**src/rtl/rack_fault_resp_pkg.sv**
```systemverilog
package rack_fault_resp_pkg;

    typedef enum logic [1:0] {
        ST_RUN   = 2'd0,
        ST_CLEAR = 2'd1,
        ST_HOLD  = 2'd2
    } resp_state_e;

endpackage

```
**src/rtl/rack_fault_trigger.sv**
```systemverilog
module rack_fault_trigger #(
    parameter int N_HARD = 3
) (
    input  logic [N_HARD-1:0] hard_src,
    input  logic              mod_fault,
    input  logic              cfg_mod_en,
    output logic              trig
);
    logic hard_any;

    assign hard_any = |hard_src;

    // hard sources always act; R4: module fault gated by its enable
    assign trig = hard_any | (mod_fault & cfg_mod_en);

endmodule

```
**src/rtl/rack_fault_fsm.sv**
```systemverilog
module rack_fault_fsm
    import rack_fault_resp_pkg::*;
(
    input  logic        clk,
    input  logic        rst,
    input  logic        trig,
    input  logic        cfg_clear,
    output resp_state_e state_q,
    output resp_state_e state_d
);

    // Next-state logic
    always_comb begin
        state_d = state_q;
        unique case (state_q)
            ST_RUN: begin
                if (trig) state_d = cfg_clear ? ST_CLEAR : ST_HOLD;   // T_TRIP_*
            end
            ST_CLEAR: begin
                if (!trig)           state_d = ST_RUN;                // T_RECOVER
                else if (!cfg_clear) state_d = ST_HOLD;               // T_TO_HOLD
            end
            ST_HOLD: begin
                if (!trig)          state_d = ST_RUN;                 // T_RECOVER
                else if (cfg_clear) state_d = ST_CLEAR;               // T_TO_CLEAR
            end
            default: state_d = ST_RUN;
        endcase
    end

    // State register
    always_ff @(posedge clk) begin
        if (rst) state_q <= ST_RUN;
        else     state_q <= state_d;
    end

    // while a fault persists the state tracks the clear/hold selection
    a_r9_follow_cfg: assert property (@(posedge clk) disable iff (rst)
        trig |=> (state_q == ($past(cfg_clear) ? ST_CLEAR : ST_HOLD)));

    // no trigger always returns the machine to running
    a_r7_recover: assert property (@(posedge clk) disable iff (rst)
        !trig |=> (state_q == ST_RUN));

endmodule

```
**src/rtl/rack_fault_outreg.sv**
```systemverilog
module rack_fault_outreg
    import rack_fault_resp_pkg::*;
#(
    parameter int WIDTH = 16
) (
    input  logic             clk,
    input  logic             rst,
    input  resp_state_e      state_q,
    input  resp_state_e      state_d,
    input  logic [WIDTH-1:0] cmd_word,
    output logic [WIDTH-1:0] out_word
);
    logic [WIDTH-1:0] out_q;
    logic [WIDTH-1:0] held_q;
    logic             tripping;

    assign tripping = (state_q == ST_RUN) && (state_d != ST_RUN);

    // Snapshot of the last good word, taken when a fault starts
    always_ff @(posedge clk) begin
        if (rst)           held_q <= '0;
        else if (tripping) held_q <= out_q;
    end

    // Driven word selected by the upcoming state
    always_ff @(posedge clk) begin
        if (rst) begin
            out_q <= '0;
        end else begin
            unique case (state_d)
                ST_RUN:   out_q <= cmd_word;
                ST_CLEAR: out_q <= '0;
                ST_HOLD:  out_q <= (state_q == ST_RUN) ? out_q : held_q;
                default:  out_q <= '0;
            endcase
        end
    end

    assign out_word = out_q;

    // holding after a clear phase restores the snapshot
    a_r9_restore: assert property (@(posedge clk) disable iff (rst)
        (state_q == ST_CLEAR && state_d == ST_HOLD) |=> (out_q == $past(held_q)));

endmodule

```
**src/rtl/rack_fault_resp.sv**
```systemverilog
module rack_fault_resp
    import rack_fault_resp_pkg::*;
#(
    parameter int WIDTH = 16
) (
    input  logic             clk,
    input  logic             rst,
    input  logic [WIDTH-1:0] cmd_word,
    input  logic             cfg_clear,
    input  logic             cfg_mod_en,
    input  logic             mod_fault,
    input  logic             cable_break,
    input  logic             power_loss,
    input  logic             proc_halted,
    output logic [WIDTH-1:0] out_word,
    output logic             fault_active
);
    localparam int N_HARD = 3;

    logic              trig;
    logic [N_HARD-1:0] hard_src;
    resp_state_e       state_q;
    resp_state_e       state_d;

    assign hard_src = {cable_break, power_loss, proc_halted};

    rack_fault_trigger #(.N_HARD(N_HARD)) u_trig (
        .hard_src   (hard_src),
        .mod_fault  (mod_fault),
        .cfg_mod_en (cfg_mod_en),
        .trig       (trig)
    );

    rack_fault_fsm u_fsm (
        .clk       (clk),
        .rst       (rst),
        .trig      (trig),
        .cfg_clear (cfg_clear),
        .state_q   (state_q),
        .state_d   (state_d)
    );

    rack_fault_outreg #(.WIDTH(WIDTH)) u_out (
        .clk      (clk),
        .rst      (rst),
        .state_q  (state_q),
        .state_d  (state_d),
        .cmd_word (cmd_word),
        .out_word (out_word)
    );

    assign fault_active = (state_q != ST_RUN);

    // reset clears the outputs and the flag
    a_r1_reset: assert property (@(posedge clk)
        rst |=> (out_word == '0 && !fault_active));

    // without a trigger the command passes with one edge of delay
    a_r2_follow: assert property (@(posedge clk) disable iff (rst)
        (!cable_break && !power_loss && !proc_halted && !(mod_fault && cfg_mod_en))
        |=> (out_word == $past(cmd_word) && !fault_active));

    // a masked module fault alone never raises the flag
    a_r4_masked: assert property (@(posedge clk) disable iff (rst)
        (mod_fault && !cfg_mod_en && !cable_break && !power_loss && !proc_halted)
        |=> !fault_active);

    // clear mode zeroes the outputs
    a_r5_clear_zero: assert property (@(posedge clk) disable iff (rst)
        (trig && cfg_clear) |=> (out_word == '0));

    // hold mode freezes the outputs unless leaving a clear phase
    a_r6_hold_stable: assert property (@(posedge clk) disable iff (rst)
        (trig && !cfg_clear && state_q != ST_CLEAR) |=> $stable(out_word));

    // any unmasked trigger raises the flag
    a_r8_flag: assert property (@(posedge clk) disable iff (rst)
        (cable_break || power_loss || proc_halted || (mod_fault && cfg_mod_en))
        |=> fault_active);

endmodule

```
**config.mk**
```make
export PLATFORM = sky130hd
export DESIGN_NAME = rack_fault_resp
export DESIGN_NICKNAME = d
export VERILOG_FILES = /design/src/rtl/rack_fault_resp_pkg.sv /design/src/rtl/rack_fault_trigger.sv /design/src/rtl/rack_fault_fsm.sv /design/src/rtl/rack_fault_outreg.sv /design/src/rtl/rack_fault_resp.sv
export SDC_FILE = /design/constraint.sdc
export NUM_CORES = 1
export LEC_CHECK = 0
export BUFFER_PORTS_ARGS = -buffer_cell sky130_fd_sc_hd__clkbuf_2
export CORE_ASPECT_RATIO = 0.5
export CORE_MARGIN = 3
export CORE_UTILIZATION = 35
export DETAILED_ROUTE_END_ITERATION = 12
export SLEW_MARGIN = 10
export SYNTH_ARGS = -nofsm -noshare
export SYNTH_HDL_FRONTEND = slang
export SYNTH_HIERARCHICAL = 1
export SYNTH_SLANG_ARGS = --single-unit
```
**constraint.sdc**
```tcl
create_clock -name clk -period 4.72 [get_ports clk]
set_clock_uncertainty 0.1 [all_clocks]
set_input_delay 0.708 -clock clk [delete_from_list [all_inputs] [get_ports clk]]
set_output_delay 0.708 -clock clk [all_outputs]
set_load 0.01 [all_outputs]
```
==> results of run 1 <==
==> metrics by stage <==
stage	instance area, um2	worst slack [ps]
finish	1780	1970
global route	1780	1790
CTS	1780	1920
detailed placement	1690	1630
global placement	1690	1750
floorplan	1530	2470
==> kinds of logic after synthesis <==
logic type             count (synthesis)  share of synthesized area, %
buffers and inverters                 15                          8.01
muxes                                 15                          9.81
AOI/OAI and AO/OA                     53                          27.0
and+or+nand+nor                       28                          10.7
DFF                                   34                          44.5
==> state kept, by name, summed over array words and instances, names as in the netlist <==
name / flops
u_fsm/state_q: 2
u_out/out_word: 16
u_out/held_q: 16
==> cell type report <==
cell class,instances,area [um2]
inverter,2,7.51
sequential,34,681
clock buffer,6,82.6
timing repair buffer,41,208
tap,54,67.6
multi-input combinational,96,729
fill,411,2270
==> metal layers <==
metal	track usage (%)	share of wire, %	up-vias
met5	0	0	-
met4	4.08	1.2	0
met3	5.58	6.0	5
met2	23.6	45	30
met1	18.3	47	590
li1	-	-	599
==> critical path, delay by kind of cell <==
kind	cells	cell delay (ps)
buffers and inverters	2	420
AO/OA/AOI/OAI	3	540
AND/OR/NAND/NOR	2	1190
==> power by group <==
group | leakage, nW | internal [mW] | switching [mW]
Sequential | 0.276 | 0.298 | 0.00868
Clock | 0.0431 | 0.112 | 0.0940
Combinational | 0.392 | 0.0306 | 0.0522
Total | 0.711 | 0.440 | 0.155
==> how the worst max path moves through the flow <==
stage / startpoint / to / slack [ps] / depth (start not counted)
after floorplan: mod_fault / u_out/held_q[0] / 2470 / 8
after global placement: mod_fault / u_out/out_word[1] / 1750 / 7
after detailed placement: mod_fault / u_out/out_word[0] / 1630 / 7
after CTS: mod_fault / u_out/out_word[0] / 1920 / 7
after global routing: mod_fault / u_out/held_q[3] / 1790 / 8
final: mod_fault / u_out/out_word[0] / 1970 / 7
==> placed cells by master (no fill, tap or decap), types with 2 or more instances in the layout <==
| cell type | n |
|---|---|
| nor2_2 | 3 |
| or2_1 | 3 |
| inv_1 | 2 |
| o21ai_1 | 10 |
| nand3_1 | 16 |
| clkbuf_2 | 40 |
| a21oi_1 | 17 |
| mux2i_1 | 15 |
| nor3_2 | 2 |
| dfxtp_1 | 34 |
| clkbuf_8 | 6 |
| o2bb2ai_1 | 5 |
| o2bb2ai_2 | 10 |
| o21ai_0 | 8 |
==> impl_metrics.py, run 1 <==
metrics = {
    "synthesis": {
        "avgSynthCellArea_um2": 10.6,
        "synth_cell_area_mm2": 0.00153,
        "register_bit_count_reported_by_yosys": 34,
        "synth_largest_area_cell": "dfxtp_1",
        "ys.flop_type": "dfxtp_1",
        "synth_largest_type_area_fraction_pct": 44.5,
        "share_of_synthesized_registers_carrying_an_async_set_or_reset_pct": 0,
        "ys_top_cells_by_count": "dfxtp_1, a21oi_1, nand3_1",
        "netlist_instances": 145,
        "synth_cell_types": 25,
        "synth.net_count": 169,
        "ys_top_cells_by_area": "dfxtp_1, mux2i_1, o2bb2ai_2",
        "yosysWarnings": 6,
        "portion_of_the_post_synthesis_area_used_by_sequential_elements_pct": 44.5,
        "synth_edf_count": 0,
        "synth.most_common_cell": "dfxtp_1",
    },
    "floorplan": {
        "initial_core_util_pct": 37.8,
        "site_row_count": 16,
        "design.die.area_mm2": 0.00525,
        "floorplan.die.height_um": 52.8,
        "core_area_mm2": 0.00404,
        "ios": 41,
        "die-width_um": 99.5,
    },
    "worst_setup_path": {
        "critical_path_peak_fanout": 15,
        "start_kind": "primary input",
        "regToRegEndpoint": "u_out/out_word[0]",
        "required_ps": 4830,
        "path_class": "primary input to flip-flop",
        "crit_chain": "clkbuf_2, a2111o_1, a21bo_4, nor2_2, buf_4, and3_1, o2bb2ai_1",
        "worst_ep_arrival_time_ps": 2860,
        "r2r_start": "u_fsm/state_q[0]",
        "timing.critical_path.slowest_stage_cell": "and3_1",
        "reg2reg_depth": 5,
        "crit_path_end_kind": "flip-flop",
        "crit_path_max_incr_delay_ps": 730,
        "timing.reg2reg.setup_slack_ps": 2250,
    },
    "job": {
        "max_cap_viol_count": 0,
    },
    "drt": {
        "initialDrtViolationCount": 35,
        "remaining_drc_errors": 0,
        "vias_per_cell": 5.25,
        "detailroute.via_count": 1224,
        "wl_per_cell_um": 15.2,
        "post_route_antenna_net_violation_count": 0,
        "drt-total-wl_um": 3550,
        "drt-pass1-iter-count": 4,
    },
    "cts": {
        "maximum_root_to_sink_buffer_count": 2,
        "cts_resizes": 0,
        "clock_latency_ps": 280,
        "clock_sink_count": 34,
        "postCtsSetupBuffers": 0,
        "cts_max_level": 2,
        "numCtsBuffers": 5,
        "cts_tree": "done",
        "cts_hold_buf": 0,
        "clk_root_buffer_cell": "clkbuf_8",
        "clkSlewWorstSetupHoldPaths_ps": 60,
    },
    "global_routing": {
        "grt_antenna_before_repair": 0,
        "grt_first_pass_wirelength_um": 5800,
        "first_global_vias": 1158,
        "overall_track_demand_over_capacity_in_global_routing_pct": 14.6,
        "grt_max_degree": 20,
        "overflow": 0,
    },
    "sta": {
        "slew_viol_final": 0,
        "fmax_ghz": 0.364,
        "max_slew_margin_pct": 45.9,
        "timing.hold.ws_ps": 376,
        "min_cycle_time_layout_ps": 2750,
        "max_slew.worst_pin.slew_ps": 811,
        "finalHoldViolations": 0,
        "final_total_negative_setup_slack_ps": 0,
        "final_min_period_over_clock_period_pct": 58.2,
        "setup_viol": 0,
        "setup_repair_after_global_routing_missed_its_margin": "false",
    },
    "placement": {
        "placed_cells": 227,
        "dp_hpwl_um": 2380,
        "routabilityCongestion": 0.744,
        "place.port_buffers": 40,
    },
    "hold_path": {
        "hold_wc_startpoint": "u_out/held_q[10]",
        "min_path_cells": 2,
        "timing.hold.worst.class": "flip-flop to flip-flop",
        "worst_hold_path.endpoint": "u_out/held_q[10]",
    },
    "final_layout": {
        "post_route_cells_drive_above_1_share_pct": 36.3,
        "diodes": 0,
        "final-instance-count-excl-fill": 233,
        "synth_to_final_area_change_pct": 16.0,
        "postLayoutCoreUtil_pct": 43.9,
        "design.final.nets": 204,
    },
    "power": {
        "power.ir.vdd_worst_uv": 97.0,
        "report.power.total_mw": 0.595,
        "cellPowerDensity_mw_per_mm2": 335,
        "total_leakage_power_nw": 0.711,
    },
    "outcome": {
        "status": "complete, no violations",
    },
}
(Power assumes the default switching activity.)
==> run 2, diff against run 1 <==
- clock period: 4.72 -> 2.5 ns (I/O delays scaled with it)
==> run 2 against run 1 <==
Against the previous run:
- final cell count grew 1.7%
- non-clock buffer count grew 3
- global-route usage shrank 1.3 points
- via count shrank 2.2%
- sequential share of layout area shrank 0.40 points
- register-to-register slack lost 1600 ps
- final area grew 1.1%
- routed wire length shrank 10%
- combinational power grew 87%
- clock-buffer cell count shrank 1
- flip-flop and latch count is the same
- first-iteration DRC count grew 46%
- largest power group unchanged
==> impl_metrics.py, run 2 (synthesis results as in run 1) <==
metrics = {
    "worst_setup_path": {
        "crit_path_end_kind": "flip-flop",
        "worst_ep_arrival_time_ps": 1970,
        "path_class": "flip-flop to flip-flop",
        "required_ps": 2610,
        "timing.critical_path.slowest_stage_cell": "or2_1",
        "start_kind": "flip-flop",
        "reg2reg_depth": 5,
        "crit_chain": "a21bo_4, nor2_1, or2_1, nand3_1, a21oi_1",
        "critical_path_peak_fanout": 16,
        "crit_path_max_incr_delay_ps": 530,
    },
    "power": {
        "power_report.internal_total_mw": 0.809,
        "total_leakage_power_nw": 0.727,
        "part_of_the_total_power_dissipated_in_the_clock_network_pct": 33.7,
        "power.ir.vdd_worst_uv": 167,
        "power.switching_fraction_pct": 26.8,
        "cellPowerDensity_mw_per_mm2": 616,
        "sequentialPowerShare_pct": 52.2,
        "report.power.total_mw": 1.11,
        "combinationalPowerShare_pct": 14.0,
        "power.net_switching_mw": 0.297,
    },
    "drt": {
        "remaining_drc_errors": 0,
        "detailroute.via_count": 1197,
        "vias_per_cell": 5.05,
        "initialDrtViolationCount": 51,
        "wl_per_cell_um": 13.5,
        "drt-total-wl_um": 3190,
        "post_route_antenna_net_violation_count": 0,
        "drt-pass1-iter-count": 4,
    },
    "sta": {
        "max_slew.worst_pin.slew_ps": 628,
        "fmax_ghz": 0.538,
        "min_cycle_time_layout_ps": 1860,
        "finalHoldViolations": 0,
        "timing.final.ws_setup_ps": 642,
        "setup_repair_after_global_routing_missed_its_margin": "false",
        "timing.hold.ws_ps": 207,
        "max_slew_margin_pct": 58.0,
        "slew_viol_final": 0,
        "final_total_negative_setup_slack_ps": 0,
        "final_min_period_over_clock_period_pct": 74.3,
        "setup_viol": 0,
    },
    "cts": {
        "cts_resizes": 0,
        "cts_tree": "done",
        "clock_latency_ps": 280,
        "numCtsBuffers": 5,
        "clkSlewWorstSetupHoldPaths_ps": 70,
        "cts_max_level": 2,
        "clock_sink_count": 34,
        "cts_hold_buf": 0,
        "postCtsSetupBuffers": 0,
        "maximum_root_to_sink_buffer_count": 2,
        "clk_root_buffer_cell": "clkbuf_8",
    },
    "placement": {
        "placed_cells": 230,
        "place.port_buffers": 40,
        "dp_hpwl_um": 2210,
        "routabilityCongestion": 0.697,
        "pre_cts_slack_ps": 396,
        "placement.cell_area_mm2": 0.00172,
    },
    "hold_path": {
        "timing.hold.worst.class": "primary input to flip-flop",
        "min_path_cells": 2,
    },
    "global_routing": {
        "grt_first_pass_wirelength_um": 5370,
        "overall_track_demand_over_capacity_in_global_routing_pct": 13.3,
        "overflow": 0,
        "first_global_vias": 1156,
        "grt_max_degree": 20,
        "grt_antenna_before_repair": 0,
    },
    "floorplan": {
        "core_area_mm2": 0.00404,
        "ios": 41,
        "initial_core_util_pct": 37.8,
        "site_row_count": 16,
        "floorplan.die.height_um": 52.8,
        "die-width_um": 99.5,
        "design.die.area_mm2": 0.00525,
    },
    "final_layout": {
        "final-instance-count-excl-fill": 237,
        "synth_to_final_area_change_pct": 17.3,
        "fillers": 412,
        "post_route_cells_drive_above_1_share_pct": 37.7,
        "diodes": 0,
        "postLayoutCoreUtil_pct": 44.4,
        "final_area_mm2": 0.00179,
        "most_common_cell_after_layout_fill_and_taps_aside": "clkbuf_2",
        "design.final.nets": 207,
        "layout_common_cells": "clkbuf_2, dfxtp_1, a21oi_1",
    },
    "outcome": {
        "status": "complete, no violations",
    },
    "job": {
        "max_cap_viol_count": 0,
    },
}
==> run 2: cell types whose count changed in the layout (fill, tap and decap cells not counted) <==
cell      change
buf_4         +3
clkbuf_8      -1
clkinv_2      +2
==> run 2: path summary, 6_finish.rpt <==
path / start / end / slack (ps)
hold reg to reg: u_out/held_q[15] / u_out/held_q[15] / 380
setup / recovery: u_fsm/state_q[1] / u_out/held_q[8] / 640
hold / removal: cfg_clear / u_fsm/state_q[1] / 210
setup reg to reg: u_fsm/state_q[1] / u_out/held_q[8] / 640
==> run 2: critical path: cells and delay by family (launching register included) <==
family,cells,cell delay [ps]
flip-flops,1,350
AO/OA/AOI/OAI,2,380
AND/OR/NAND/NOR,3,960
==> run 2: metal layers <==
metal / part of all wire [%] / routed length [um] / track usage [%] / vias to the layer above
li1: - / - / - / 610
met1: 49 / 1570 / 16.8 / 553
met2: 43 / 1390 / 20.1 / 29
met3: 5.9 / 189 / 4.91 / 5
met4: 1.4 / 46 / 6.12 / 0
met5: 0 / 0 / 0 / -
==> run 2: cell type report <==
type	instances	area [um2]	area share (%)
multi-input cells	96	729	40.7
flip-flops and latches	34	681	37.9
repair buffers	44	230	12.8
clock buffers	5	68.8	3.84
well taps	54	67.6	3.77
clock inverters	2	10.0	0.558
inverters	2	7.51	0.418
==> run 2: power by group through the flow <==
stage / combinational, mW / sequential (mW) / clock, mW
2_1_floorplan: 0.114 / 0.592 / 0
3_3_place_gp: 0.153 / 0.590 / 0
3_5_place_dp: 0.157 / 0.590 / 0
4_1_cts: 0.157 / 0.578 / 0.392
5_1_grt: 0.172 / 0.581 / 0.407
6_report: 0.155 / 0.578 / 0.373
==> run 3, diff against run 2 <==
- clock period: 2.5 -> 1.75 ns (I/O delays scaled with it)
==> run 3 against run 2 <==
Against the previous run:
- sequential share of layout area down 3.2 points
- register-to-register slack lost 480 ps
- final cell count rose by 5.5%
- combinational power up 81%
- die area stayed put
- highest routed layer is now met3
==> impl_metrics.py, run 3 (synthesis results as in run 1) <==
metrics = {
    "cts": {
        "cts_resizes": 0,
        "clock_sink_count": 34,
        "numCtsBuffers": 5,
        "clkSlewWorstSetupHoldPaths_ps": 70,
        "maximum_root_to_sink_buffer_count": 2,
        "cts_tree": "done",
        "clock_latency_ps": 290,
        "clk_root_buffer_cell": "clkbuf_8",
        "cts_max_level": 2,
    },
    "global_routing": {
        "first_global_vias": 1191,
        "grt_first_pass_wirelength_um": 5750,
        "overflow": 0,
        "overall_track_demand_over_capacity_in_global_routing_pct": 14.3,
        "grt_antenna_before_repair": 0,
        "grt_max_degree": 19,
    },
    "placement": {
        "routabilityCongestion": 0.705,
        "place.port_buffers": 40,
        "pre_cts_slack_ps": -299,
        "placed_cells": 240,
        "dp_hpwl_um": 2470,
    },
    "power": {
        "total_leakage_power_nw": 0.808,
        "power.switching_fraction_pct": 27.7,
        "cellPowerDensity_mw_per_mm2": 881,
        "power_report.internal_total_mw": 1.25,
        "power.net_switching_mw": 0.477,
        "power.ir.vdd_worst_uv": 298,
        "combinationalPowerShare_pct": 16.3,
        "part_of_the_total_power_dissipated_in_the_clock_network_pct": 35.9,
        "sequentialPowerShare_pct": 47.7,
    },
    "floorplan": {
        "die-width_um": 99.5,
        "site_row_count": 16,
        "floorplan.die.height_um": 52.8,
        "initial_core_util_pct": 37.8,
        "design.die.area_mm2": 0.00525,
        "ios": 41,
        "core_area_mm2": 0.00404,
    },
    "hold_path": {
        "timing.hold.worst.class": "primary input to flip-flop",
    },
    "sta": {
        "finalHoldViolations": 0,
        "timing.hold.ws_ps": 73.8,
        "setup_viol": 0,
        "fmax_ghz": 0.630,
        "final_min_period_over_clock_period_pct": 90.7,
        "max_slew_margin_pct": 80.5,
        "setup_repair_after_global_routing_missed_its_margin": "false",
        "slew_viol_final": 0,
        "min_cycle_time_layout_ps": 1590,
        "max_slew.worst_pin.slew_ps": 292,
        "timing.final.ws_setup_ps": 163,
    },
    "outcome": {
        "status": "complete, no violations",
    },
    "final_layout": {
        "design.final.nets": 219,
        "layout_common_cells": "clkbuf_2, dfxtp_1, a21oi_1",
        "diodes": 0,
        "post_route_cells_drive_above_1_share_pct": 42.3,
        "fillers": 390,
        "postLayoutCoreUtil_pct": 48.4,
        "most_common_cell_after_layout_fill_and_taps_aside": "clkbuf_2",
        "final-instance-count-excl-fill": 250,
        "synth_to_final_area_change_pct": 28.0,
    },
    "drt": {
        "post_route_antenna_net_violation_count": 0,
        "initialDrtViolationCount": 41,
        "drt-pass1-iter-count": 4,
        "vias_per_cell": 5.05,
        "drt-total-wl_um": 3630,
        "remaining_drc_errors": 0,
        "wl_per_cell_um": 14.5,
        "detailroute.via_count": 1263,
    },
    "job": {
        "max_cap_viol_count": 0,
    },
    "worst_setup_path": {
        "path_class": "flip-flop to flip-flop",
        "required_ps": 1840,
        "start_kind": "flip-flop",
        "crit_path_end_kind": "flip-flop",
        "worst_ep_arrival_time_ps": 1680,
        "critical_path_peak_fanout": 9,
    },
}
## run 3: per-stage QoR
stage,cell area [um2],total power [mW],setup TNS (ps)
floorplan,1540,1.01,-7.53
global placement,1820,1.10,-2770
detailed placement,1820,1.11,-5220
CTS,1960,1.74,0
global route,1960,1.81,0
finish,1960,1.72,0
## run 3: power groups by stage
stage / registers [mW] / logic, mW / clock network (mW)
2_1_floorplan: 0.846 / 0.168 / 0
3_3_place_gp: 0.840 / 0.265 / 0
3_5_place_dp: 0.841 / 0.269 / 0
4_1_cts: 0.823 / 0.285 / 0.628
5_1_grt: 0.827 / 0.306 / 0.678
6_report: 0.823 / 0.281 / 0.620
## run 3: final cells by class
class	count	area [um2]	share of cell area, %
inverter	2	7.51	0.383
tap	54	67.6	3.45
multi-input combinational	96	737	37.6
clock inverter	2	12.5	0.639
sequential	34	681	34.8
timing repair buffer	56	370	18.9
clock buffer	6	82.6	4.22
## run 3: worst paths after layout
path	cells after the start	end	slack, ps	from
hold reg to reg	2	u_out/held_q[8]	380	u_out/held_q[8]
setup / recovery	5	u_out/out_word[13]	160	u_fsm/state_q[0]
hold / removal	2	u_fsm/state_q[1]	70	cfg_clear
setup reg to reg	5	u_out/out_word[13]	160	u_fsm/state_q[0]
## run 3: timing repair
action,CTS,global route
buffers inserted,2,0
endpoints found under the setup margin,15,0
hold buffers,0,0
## run 3: per-layer routing
metal / vias to the layer above / global-route usage (%) / share of wire [%]
met1: 606 / 17.6 / 48
met2: 22 / 23.4 / 47
met4: 0 / 3.40 / 0
met3: 0 / 5.98 / 5.5
li1: 635 / - / -
met5: - / 0 / 0
## run 3: critical path, cell delays in order, from the launching register on
cell       delay (ps)
dfxtp_1           330
a21bo_4           240
nor2_2            240
buf_4             270
mux2i_1           250
o2bb2ai_2          60
